<file path="config.mk">
export PLATFORM = sky130hd
export DESIGN_NAME = vtrs_inserter
export DESIGN_NICKNAME = d
export VERILOG_FILES = /design/src/rtl/vtrs_pkg.sv /design/src/rtl/vtrs_delay_line.sv /design/src/rtl/vtrs_code_seq.sv /design/src/rtl/vtrs_word_fmt.sv /design/src/rtl/vtrs_inserter.sv
export SDC_FILE = /design/constraint.sdc
export NUM_CORES = 1
export LEC_CHECK = 0
export BUFFER_PORTS_ARGS = -buffer_cell sky130_fd_sc_hd__buf_2
export CORE_ASPECT_RATIO = 0.7
export CORE_MARGIN = 2
export CORE_UTILIZATION = 50
export CTS_BUF_LIST = sky130_fd_sc_hd__clkbuf_4 sky130_fd_sc_hd__clkbuf_8
export CTS_CLUSTER_SIZE = 16
export DETAILED_ROUTE_END_ITERATION = 8
export PLACE_DENSITY = 0.78
export SYNTH_ARGS = -nofsm -noshare
export SYNTH_HDL_FRONTEND = slang
export SYNTH_HIERARCHICAL = 1
export SYNTH_SLANG_ARGS = --single-unit
</file>
<file path="constraint.sdc">
create_clock -name clk -period 2.9 [get_ports clk]
set_input_delay 0.145 -clock clk [delete_from_list [all_inputs] [get_ports clk]]
set_output_delay 0.145 -clock clk [all_outputs]
set_load 0.02 [all_outputs]
</file>
<file path="src/rtl/vtrs_pkg.sv">
package vtrs_pkg;

  // Number of words in one timing reference code.
  localparam int CODE_LEN = 4;

  typedef struct packed {
    logic act;
    logic fld;
    logic vbl;
  } vtrs_tag_t;

  // Upper eight bits of the status word: marker, flags, protection bits.
  function automatic logic [7:0] status_byte(input logic f, input logic v, input logic h);
    return {1'b1, f, v, h, v ^ h, f ^ h, f ^ v, f ^ v ^ h};
  endfunction

endpackage

</file>
<file path="src/rtl/vtrs_delay_line.sv">
module vtrs_delay_line
  import vtrs_pkg::*;
#(
  parameter int W     = 10,
  parameter int DEPTH = 4
) (
  input  logic          clk,
  input  logic          rst,
  input  logic [W-1:0]  in_data,
  input  vtrs_tag_t     in_tag,
  output vtrs_tag_t     head_tag,
  output logic [W-1:0]  tap_data,
  output vtrs_tag_t     tap_tag
);

  logic [DEPTH-1:0][W-1:0] data_q;
  vtrs_tag_t [DEPTH-1:0]   tag_q;

  // Data stages carry no reset so they can map onto shift-register cells.
  always_ff @(posedge clk) begin
    data_q[0] <= in_data;
    for (int i = 1; i < DEPTH; i++) begin
      data_q[i] <= data_q[i-1];
    end
  end

  always_ff @(posedge clk) begin
    if (rst) begin
      tag_q <= '0;
    end else begin
      tag_q[0] <= in_tag;
      for (int i = 1; i < DEPTH; i++) begin
        tag_q[i] <= tag_q[i-1];
      end
    end
  end

  assign head_tag = tag_q[0];
  assign tap_data = data_q[DEPTH-1];
  assign tap_tag  = tag_q[DEPTH-1];

endmodule

</file>
<file path="src/rtl/vtrs_code_seq.sv">
module vtrs_code_seq
  import vtrs_pkg::*;
#(
  parameter int LEN = CODE_LEN
) (
  input  logic                    clk,
  input  logic                    rst,
  input  logic                    sav_start,
  input  logic                    sav_f,
  input  logic                    sav_v,
  input  logic                    eav_start,
  input  logic                    eav_f,
  input  logic                    eav_v,
  output logic                    code_on,
  output logic [$clog2(LEN)-1:0]  code_idx,
  output logic                    code_last,
  output logic                    code_h,
  output logic                    code_f,
  output logic                    code_v
);

  localparam int IW = $clog2(LEN);
  localparam logic [IW-1:0] LAST = IW'(LEN - 1);

  logic          busy_q;
  logic [IW-1:0] idx_q;
  logic          h_q, f_q, v_q;
  logic          start;
  logic          new_h, new_f, new_v;

  assign start = sav_start | eav_start;
  // An end code wins if both ever coincide (outside the stated spacing).
  assign new_h = eav_start;
  assign new_f = eav_start ? eav_f : sav_f;
  assign new_v = eav_start ? eav_v : sav_v;

  assign code_on   = start | busy_q;
  assign code_idx  = start ? '0 : idx_q;
  assign code_last = code_on && (code_idx == LAST);
  assign code_h    = start ? new_h : h_q;
  assign code_f    = start ? new_f : f_q;
  assign code_v    = start ? new_v : v_q;

  always_ff @(posedge clk) begin
    if (rst) begin
      busy_q <= 1'b0;
      idx_q  <= '0;
      h_q    <= 1'b0;
      f_q    <= 1'b0;
      v_q    <= 1'b0;
    end else if (start) begin
      busy_q <= 1'b1;
      idx_q  <= IW'(1);
      h_q    <= new_h;
      f_q    <= new_f;
      v_q    <= new_v;
    end else if (busy_q) begin
      if (idx_q == LAST) begin
        busy_q <= 1'b0;
        idx_q  <= '0;
      end else begin
        idx_q <= idx_q + IW'(1);
      end
    end
  end

  // a code releases the sequencer right after its last word.
  assert_code_len_R2: assert property (@(posedge clk) disable iff (rst)
    (busy_q && idx_q == LAST && !start) |=> !busy_q);

  // with legal spacing no new code starts inside a running one.
  assert_no_overlap_R9: assert property (@(posedge clk) disable iff (rst)
    (busy_q && idx_q != LAST) |-> !start);

endmodule

</file>
<file path="src/rtl/vtrs_word_fmt.sv">
module vtrs_word_fmt
  import vtrs_pkg::*;
#(
  parameter int W   = 10,
  parameter int LEN = CODE_LEN
) (
  input  logic                    code_on,
  input  logic [$clog2(LEN)-1:0]  code_idx,
  input  logic                    code_h,
  input  logic                    code_f,
  input  logic                    code_v,
  input  logic [W-1:0]            tap_data,
  input  vtrs_tag_t               tap_tag,
  input  logic                    phase,
  output logic [W-1:0]            word
);

  localparam int IW  = $clog2(LEN);
  localparam int LSB = W - 8;
  localparam logic [W-1:0] RSV    = W'(1) << LSB;
  localparam logic [W-1:0] LO     = RSV;
  localparam logic [W-1:0] HI     = {W{1'b1}} - RSV;
  localparam logic [W-1:0] CHROMA = W'(1) << (W - 1);
  localparam logic [W-1:0] LUMA   = W'(16) << LSB;
  localparam logic [IW-1:0] LAST  = IW'(LEN - 1);

  logic [W-1:0] status;
  logic [W-1:0] limited;

  generate
    if (LSB > 0) begin : g_pad
      assign status = {status_byte(code_f, code_v, code_h), {LSB{1'b0}}};
    end else begin : g_nopad
      assign status = status_byte(code_f, code_v, code_h);
    end
  endgenerate

  always_comb begin
    if (tap_data < LO)      limited = LO;
    else if (tap_data > HI) limited = HI;
    else                    limited = tap_data;
  end

  always_comb begin
    if (code_on) begin
      if (code_idx == '0)        word = '1;
      else if (code_idx == LAST) word = status;
      else                       word = '0;
    end else if (tap_tag.act && !tap_tag.vbl) begin
      word = limited;
    end else begin
      word = phase ? LUMA : CHROMA;
    end
  end

endmodule

</file>
<file path="src/rtl/vtrs_inserter.sv">
module vtrs_inserter
  import vtrs_pkg::*;
#(
  parameter int W = 10
) (
  input  logic          clk,
  input  logic          rst,
  input  logic [W-1:0]  vid_in,
  input  logic          act_in,
  input  logic          fld_in,
  input  logic          vbl_in,
  output logic [W-1:0]  vid_out
);

  localparam int IW  = $clog2(CODE_LEN);
  localparam int LSB = W - 8;
  localparam logic [W-1:0] RSV    = W'(1) << LSB;
  localparam logic [W-1:0] LO     = RSV;
  localparam logic [W-1:0] HI     = {W{1'b1}} - RSV;
  localparam logic [W-1:0] CHROMA = W'(1) << (W - 1);
  localparam logic [W-1:0] LUMA   = W'(16) << LSB;
  localparam logic [IW-1:0] LAST  = IW'(CODE_LEN - 1);

  vtrs_tag_t     in_tag, head_tag, tap_tag;
  logic [W-1:0]  tap_data;
  logic          tap_act_q;
  logic          sav_start, eav_start;
  logic          code_on, code_last, code_h, code_f, code_v;
  logic [IW-1:0] code_idx;
  logic          phase_q;
  logic [W-1:0]  next_word;
  logic          out_code_q;
  logic [IW-1:0] out_idx_q;

  assign in_tag = '{act: act_in, fld: fld_in, vbl: vbl_in};

  vtrs_delay_line #(.W(W), .DEPTH(CODE_LEN)) i_delay (
    .clk      (clk),
    .rst      (rst),
    .in_data  (vid_in),
    .in_tag   (in_tag),
    .head_tag (head_tag),
    .tap_data (tap_data),
    .tap_tag  (tap_tag)
  );

  // Start code fires on the undelayed rising edge; end code on the delayed falling edge.
  assign sav_start = act_in && !head_tag.act;
  assign eav_start = !tap_tag.act && tap_act_q;

  vtrs_code_seq #(.LEN(CODE_LEN)) i_seq (
    .clk       (clk),
    .rst       (rst),
    .sav_start (sav_start),
    .sav_f     (fld_in),
    .sav_v     (vbl_in),
    .eav_start (eav_start),
    .eav_f     (tap_tag.fld),
    .eav_v     (tap_tag.vbl),
    .code_on   (code_on),
    .code_idx  (code_idx),
    .code_last (code_last),
    .code_h    (code_h),
    .code_f    (code_f),
    .code_v    (code_v)
  );

  vtrs_word_fmt #(.W(W), .LEN(CODE_LEN)) i_fmt (
    .code_on  (code_on),
    .code_idx (code_idx),
    .code_h   (code_h),
    .code_f   (code_f),
    .code_v   (code_v),
    .tap_data (tap_data),
    .tap_tag  (tap_tag),
    .phase    (phase_q),
    .word     (next_word)
  );

  always_ff @(posedge clk) begin
    if (rst) begin
      vid_out    <= LUMA;
      phase_q    <= 1'b0;
      tap_act_q  <= 1'b0;
      out_code_q <= 1'b0;
      out_idx_q  <= '0;
    end else begin
      vid_out    <= next_word;
      tap_act_q  <= tap_tag.act;
      out_code_q <= code_on;
      out_idx_q  <= code_idx;
      if (code_on) begin
        if (code_last) phase_q <= 1'b0;
      end else begin
        phase_q <= !phase_q;
      end
    end
  end

  // reserved extremes only appear as code words.
  assert_reserved_only_code_R10: assert property (@(posedge clk) disable iff (rst)
    (vid_out == {W{1'b1}} || vid_out == {W{1'b0}}) |-> out_code_q);

  // the status word carries consistent protection bits.
  assert_status_parity_R5: assert property (@(posedge clk) disable iff (rst)
    (out_code_q && out_idx_q == LAST) |->
      (vid_out[W-1] &&
       vid_out[W-5] == (vid_out[W-3] ^ vid_out[W-4]) &&
       vid_out[W-6] == (vid_out[W-2] ^ vid_out[W-4]) &&
       vid_out[W-7] == (vid_out[W-2] ^ vid_out[W-3]) &&
       vid_out[W-8] == (vid_out[W-2] ^ vid_out[W-3] ^ vid_out[W-4])));

  // shown active data stays inside the legal range.
  assert_limit_range_R6: assert property (@(posedge clk) disable iff (rst)
    (!code_on && tap_tag.act && !tap_tag.vbl) |=> (vid_out >= LO && vid_out <= HI));

  // blanking slots carry only the two blanking levels.
  assert_blank_levels_R7: assert property (@(posedge clk) disable iff (rst)
    (!code_on && !(tap_tag.act && !tap_tag.vbl)) |=> (vid_out == CHROMA || vid_out == LUMA));

endmodule

</file>
### Yosys cells after proc, flatten, opt, wreduce, memory -nomap -nowiden

Cells that the tools add are included.

* add/subtract/negate cells: 1
* $mul: 0
* divide/modulo/power cells: 0
* magnitude comparators: 2
* eq/ne operators: 3
* shifts and indexed selects: 0
* mux-type cells: 21
* bitwise logic cells: 6
* reduce and logical (&&, ||, !) cells: 11

Operators by type and width (count)
* 10-bit two-way mux: 7
* 1-bit two-way mux: 12
* 10-bit > comparator, second input constant: 1
* 10-bit by 3-bit < comparator with 1-bit output, second input constant: 1
* 2-bit == test, second input constant: 2
* 1-bit logical AND: 4
* 1-bit logical NOT: 4
* 2-bit two-way mux: 2
* 1-bit XOR: 4
* 2-bit by 1-bit adder with 2-bit output, second input constant: 1
* 2-bit logical NOT: 1
* 2-bit != test, second input constant: 1
* 1-bit OR: 2
* 2-bit nonzero test: 1
* 2-bit OR reduction: 1

* register bits after elaboration: 70
* bits in latches: 0
* memory bits (writable): 0
* ROM bits: 0
* input port bits: 15
* output and inout port bits: 10
* logic and storage cells: 69
* memories: 0

### Logic depth before layout (Yosys ltp)

Gate-level depths: netlist of run 1.

* depth in word-level cells: 9
* gate-level depth with buffers: 9
* mapped depth without buffers: 8

### By module

The synthesis of run 1 kept the hierarchy.

Modules (own cells, without submodules)
* vtrs_delay_line: instances 1, cells an instance 81, area each 1287.5 um^2, sequential area each 1041.0 um^2
* vtrs_inserter: instances 1, cells an instance 29, area each 351.6 um^2, sequential area each 240.2 um^2
* vtrs_word_fmt: instances 1, cells an instance 41, area each 301.5 um^2, sequential area each 0.0 um^2
* vtrs_code_seq: instances 1, cells an instance 31, area each 290.3 um^2, sequential area each 120.1 um^2

### Least setup slack after synthesis of run 1

No wires, ideal clock.

* path type: flip-flop to flip-flop
* from: register i_delay.tag_q (netlist bit i_delay/head_tag[2])
* to: register vid_out[2]
* library setup time: 114 ps
* arrival time: 2036 ps
* path slack: 750 ps
* cell stages (with the launch flop): 9
* buffers on the path: 1
* clock period less this slack: 2150 ps
* cell sequence: dfxtp_1 buf_4 nor2b_1 mux2i_1 a21oi_1 xor2_1 mux2i_1 or4_1 nor2b_1

* word-level cells in the longest chain between the ends: 9
* elaborated cells between the ends (all ways): 15

Ends and longest elaborated chain
* start, declared: line vtrs_delay_line.sv:17 `vtrs_tag_t [DEPTH-1:0] tag_q;`
* start signal, assigned by index: line vtrs_delay_line.sv:33 `tag_q[i] <= tag_q[i-1];`
* 1-bit logical NOT: line vtrs_inserter.sv:48 `assign sav_start = act_in && !head_tag.act;`
* 1-bit logical AND: line vtrs_inserter.sv:48
* via sav_start: line vtrs_inserter.sv:27 `logic sav_start, eav_start;`
* 1-bit OR: line vtrs_code_seq.sv:31 `assign start = sav_start | eav_start;`
* 1-bit two-way mux: line vtrs_code_seq.sv:42 `assign code_v = start ? new_v : v_q;`
* via code_v: line vtrs_inserter.sv:28 `logic code_on, code_last, code_h, code_f, code_v;`
* 1-bit XOR (2 in series): line vtrs_pkg.sv:14 `return {1'b1, f, v, h, v ^ h, f ^ h, f ^ v, f ^ v ^ h};`
* 10-bit two-way mux: line vtrs_word_fmt.sv:47 `else if (code_idx == LAST) word = status;`
* 10-bit two-way mux: line vtrs_word_fmt.sv:46 `if (code_idx == '0) word = '1;`
* 10-bit two-way mux: line vtrs_word_fmt.sv:45 `if (code_on) begin`
* via next_word[2]: line vtrs_inserter.sv:31 `logic [W-1:0] next_word;`
* end signal, assigned: line vtrs_inserter.sv:88 `vid_out <= next_word;`
* end, declared: line vtrs_inserter.sv:12 `output logic [W-1:0] vid_out`

The timed path passes the listed nets, and every way through them passes these cells.
A chain may end at the register's enable or synchronous reset.

### Worst setup path after layout of run 1

Ends and elaborated chain as after synthesis.

==> results.tsv, run 1 <==
stage	metric	value	unit
timing	finalCriticalPeriod	2.30	ns
route	avgRoutedWirePerCell	11.5	um
placed_design	place_congestion	0.900	
cts	cts_root_buf	clkbuf_8	
timing	tns	0	ns
floorplanning	start_util	0.515	
route	vias_per_cell	4.69	
pwr	sw_frac_of_total	0.222	
floorplanning	die-area	4990	um^2
cts	post-cts-setup-buffer-count	0	
setup_path	crit-reg2reg-launch	i_delay/head_tag[2]	
finish	final_common_cell	dfxtp_1	
placed_design	port_buffers	24	
timing	whs	0.0342	ns
finish	mostFrequentLayoutCells	dfxtp_1 (70), buf_2 (24), nor2b_1 (14), clkbuf_8 (10), dlygate4sd3_1 (10)	
route	route.detailed.drc	0	
floorplanning	core	4300	um^2
synthesis	syn_nets	198	
route	firstDrtPassIters	4	
timing	skew	0.00547	ns
synthesis	synth_area	2220	um^2
cts	clock_sink_count	70	
worst_hold_path	hold_class	in -> reg	
floorplanning	num_io_pins	25	
finish	multi_input_area	663	um^2
synthesis	ys.warnings.count	6	
cts	cts_resized	0	
grt	grt_max_degree	31	
pwr	p_leak	0.00112	uW
route	via_count	1258	
cts	numCtsBuffers	9	
pwr	pwr-share-clk	0.396	
cts	clk_pin_slew	0.07	ns
timing	rsz0062_at_grt	no	
finish	post_route_cells_drive_above_1_share	0.254	
pwr	power_frac_seq	0.532	
pwr	pwr_density_cell	755	nW/um^2
timing	maxSlewHeadroom	0.514	
grt	grt_pass1_wl	5140	um
setup_path	reg2reg_depth	7	
setup_path	cp-startpoint	i_delay/head_tag[2]	
setup_path	worst_setup_path_start_kind	flop	
setup_path	r2r_setup_slack	0.60	ns
timing	worstMarginPinSlew	0.727	ns
cts	insertion_delay	0.34	ns
synthesis	syn_avg_cell_area	12.3	um^2
grt	grtUsageTotal	0.143	
pwr	total_power	1950	uW
route	dr.first_iter.drc_count	49	
grt	antenna_found_initial	0	
cts	h-tree-depth	3	
timing	finalHoldViolations	0	
grt	grt_pass1_vias	1163	
setup_path	path_class	reg -> reg	
cts	hold_buffers	10	
pwr	comb_power_share	0.072	
cts	clock_path_buffers	2	
pwr	p_int	1510	uW
setup_path	r2r_end	vid_out[2]	
pwr	p_sw	432	uW
job	max_cap_violations	0	
finish	diodes	0	
setup_path	critPathMaxFanout	6	
placed_design	dp.final_hpwl	1890	um
timing	finalSetupViolations	0	
setup_path	crit_end	vid_out[2]	
finish	fill_cells	348	
pwr	ir_worst_vdd	551	uV
timing	fmax	0.434	GHz
finish	seq_area	1400	um^2
outcome	outcome	complete, no violations	
cts	tritoncts	yes	
finish	nets	226	
setup_path	crit_arrival	2.52	ns
route	routed_wl	3070	um
timing	drv_slew	0	
grt	grt.overflow.total	0	
floorplanning	dieHeight	59.7	um
floorplanning	rows	20	
timing	min_period_over_period	0.794	
route	postRouteAntennaNets	0	
setup_path	crit_path_end_kind	flop	
setup_path	cp_data_required_time	3.11	ns
finish	area_delta_synth_final	16.3	%
synthesis	syn-instance-count	180	
floorplanning	die_w	83.6	um
==> flip-flops by register name (all words and copies together), names as in the netlist, 2 cells and up <==
signal	cells
i_delay/tap_data	10
i_delay/data_q	30
vid_out	10
i_delay/tap_tag	3
i_delay/tag_q	6
i_seq/idx_q	2
i_delay/head_tag	3
==> power by group through the flow <==
stage	clock (uW)	combinational [uW]	sequential [uW]
global placement	0	127	1060
detailed placement	0	129	1060
floorplan	0	90.6	1070
global route	839	154	1040
finish	771	140	1030
CTS	799	140	1040
==> metrics by stage <==
stage          setup WS, ns  cells  utilization  area, um^2
6_report              0.598    268        0.599        2580
5_1_grt               0.441    268        0.599        2580
4_1_cts               0.606    268        0.599        2580
3_5_place_dp          0.634    242        0.528        2270
3_3_place_gp          0.686    242        0.528        2270
2_1_floorplan         0.750    180            -        2220
==> worst min-delay path by stage <==
stage,startpoint,endpoint,cells past startpoint
after floorplan,vid_in[0],i_delay/data_q[0],0
after global placement,vid_in[2],i_delay/data_q[2],1
after detailed placement,vid_in[2],i_delay/data_q[2],1
after CTS,act_in,i_delay/head_tag[2],2
after global routing,fld_in,i_delay/head_tag[1],2
final,fld_in,i_delay/head_tag[1],2
==> critical path, stage by stage (launching register included) <==
cell and delay (ns):
dfxtp_1 0.31, nor2b_1 0.36, mux2i_1 0.16, a21oi_1 0.32, xor2_1 0.28, mux2i_1 0.10, or4_1 0.50, nor2b_1 0.14
==> final cells by class <==
cell class,count,area share
sequential,70,0.544
timing repair buffer,34,0.0855
clock buffer,11,0.0563
tap,55,0.0267
clock inverter,5,0.0228
multi-input combinational,88,0.257
inverter,5,0.00729
==> routing by layer <==
metal | share of wire | global-route usage | vias up
met5 | 0 | 0 | -
met4 | 0.017 | 0.0691 | 0
met3 | 0.082 | 0.0925 | 7
met2 | 0.42 | 0.209 | 42
met1 | 0.48 | 0.165 | 563
li1 | - | - | 646
(Power assumes the default switching activity.)
==> run 2, diff against run 1 <==
PLACE_DENSITY = 0.81   (was 0.78)
clock period = 2.07 ns   (was 2.9 ns; I/O delays follow)
==> run 2 against run 1 <==
  * Sequential cell count unchanged
  * Critical path depth did not move
  * Wire length increased by 6.6%
  * Total power increased by 41%
  * Critical path type unchanged
  * Highest routed layer unchanged
==> results.tsv, run 2 (synthesis gave the netlist of run 1 again) <==
stage	metric	value	unit	change
outcome	outcome	complete, no violations		
pwr	p_leak	0.00118	uW	+4.8%
timing	finalHoldViolations	0		unchanged
setup_path	path_buf_inv	0		unchanged
finish	fill_cells	342		-1.7%
route	via_count	1303		+3.6%
floorplanning	die_w	83.6	um	unchanged
route	route.detailed.drc	0		unchanged
placed_design	dp.final_hpwl	2060	um	+9.0%
finish	utilization	0.627		+0.0282
finish	seq_area	1400	um^2	+0.18%
timing	finalCriticalPeriod	2.03	ns	-0.277 ns
timing	maxSlewHeadroom	0.567		+0.0529
cts	h-tree-depth	3		unchanged
setup_path	slowest_delay	0.50	ns	about the same
floorplanning	num_io_pins	25		unchanged
cts	numCtsBuffers	9		unchanged
setup_path	crit_arrival	2.23	ns	-0.29 ns
timing	drv_slew	0		unchanged
grt	grt_pass1_wl	5200	um	+1.2%
cts	tritoncts	yes		
route	avgRoutedWirePerCell	11.7	um	+2.4%
setup_path	path_delay_family	simple AND/OR/NAND/NOR gates		
grt	grt_pass1_vias	1222		+5.1%
timing	skew	0.00678	ns	+0.00131 ns
job	max_cap_violations	0		unchanged
cts	clock_path_buffers	2		unchanged
placed_design	port_buffers	24		unchanged
cts	clk_pin_slew	0.07	ns	about the same
floorplanning	core	4300	um^2	unchanged
finish	post_route_cells_drive_above_1_share	0.317		+0.0634
route	routed_wl	3270	um	+6.6%
timing	worstMarginPinSlew	0.649	ns	-0.0777 ns
route	firstDrtPassIters	4		unchanged
finish	multi_input_area	699	um^2	+5.5%
pwr	pwr_density_cell	1010	nW/um^2	+34%
grt	antenna_found_initial	0		unchanged
floorplanning	die-area	4990	um^2	unchanged
grt	grt_max_degree	31		unchanged
floorplanning	dieHeight	59.7	um	unchanged
floorplanning	start_util	0.515		unchanged
placed_design	place_congestion	0.889		-1.2%
timing	finalSetupViolations	0		unchanged
setup_path	crit_path_end_kind	flop		
finish	diodes	0		unchanged
route	postRouteAntennaNets	0		unchanged
setup_path	critPathMaxFanout	6		unchanged
pwr	ir_worst_vdd	923	uV	+68%
finish	final_common_cell	dfxtp_1		
grt	grt.overflow.total	0		unchanged
setup_path	cp_cell_sequence	nor2b_4 -> mux2i_2 -> a21oi_2 -> xor2_2 -> mux2i_1 -> or4_1 -> nor2b_1		
finish	nets	237		+4.9%
finish	area_delta_synth_final	21.7	%	
setup_path	path_class	reg -> reg		
setup_path	worst_setup_path_start_kind	flop		
setup_path	cpMaxStageDelayCell	or4_1		
grt	grtUsageTotal	0.143		about the same
timing	whs	0.211	ns	+0.177 ns
cts	insertion_delay	0.35	ns	about the same
finish	mostFrequentLayoutCells	dfxtp_1 (68), buf_2 (24), dlygate4sd3_1 (13), nor2b_1 (12), clkbuf_8 (9)		
worst_hold_path	hold_class	in -> reg		
finish	largest_reg_flops	30		unchanged
setup_path	cp_data_required_time	2.28	ns	-0.83 ns
cts	cts_root_buf	clkbuf_8		
timing	fmax	0.494	GHz	+14%
cts	clock_sink_count	70		unchanged
route	vias_per_cell	4.67		-0.51%
timing	min_period_over_period	0.978		+0.185
route	dr.first_iter.drc_count	95		+94%
finish	regMostFlops	i_delay/data_q		
floorplanning	rows	20		unchanged
==> run 2: metrics by stage <==
stage	total power [uW]	cells	setup slack [ns]	area [um^2]	setup TNS (ns)
global placement	1670	249	0.0552	2330	0
floorplan	1620	180	0.00788	2220	0
finish	2730	279	0.0449	2700	0
detailed placement	1680	249	-0.0307	2330	-0.0307
CTS	2760	278	0.0272	2660	0
global route	2850	279	-0.00352	2700	-0.00352
==> run 2: routing by layer <==
metal  share of wire  up-vias  track usage  routed length, um
met5               0        -            0                  0
met4           0.013        0       0.0668                 42
met3           0.081        5       0.0912                266
met2            0.42       44        0.215               1390
met1            0.48      586        0.162               1570
li1                -      668            -                  -
==> run 2: final timing paths <==
path                             from                  end  slack, ns  depth (start not counted)
hold / removal                 act_in       i_seq/idx_q[1]       0.21                          3
setup / recovery  i_delay/head_tag[2]           vid_out[2]       0.04                          7
setup reg to reg  i_delay/head_tag[2]           vid_out[2]       0.04                          7
hold reg to reg    i_delay/data_q[27]  i_delay/tap_data[7]       0.32                          0
==> run 2: power by group <==
part / internal, uW / switching (uW) / total (uW)
sequential: 1420 / 28.7 / 1450
clock: 557 / 501 / 1060
combinational: 117 / 107 / 224
total: 2100 / 636 / 2730
==> run 2: worst register-to-register path, cell delays in order, from the launching register on <==
cell and delay, ns:
dfxtp_2 0.34, nor2b_4 0.20, mux2i_2 0.30, a21oi_2 0.11, xor2_2 0.16, mux2i_1 0.12, or4_1 0.50, nor2b_1 0.14
==> run 2: cell type report <==
class                   instances  area share
flip-flops and latches         70       0.520
clock inverters                 7      0.0269
clock buffers                   9      0.0459
multi-input cells              88       0.259
inverters                       5     0.00696
repair buffers                 45       0.115
well taps                      55      0.0255
==> run 2: repair_timing <==
item                                   4_1_cts  5_1_grt
pin swaps                                    0        1
hold buffers                                13        0
endpoints found under the hold margin       13        0
setup endpoints to repair                    1        1
setup buffers                                0        1
gates resized for setup                      2        8
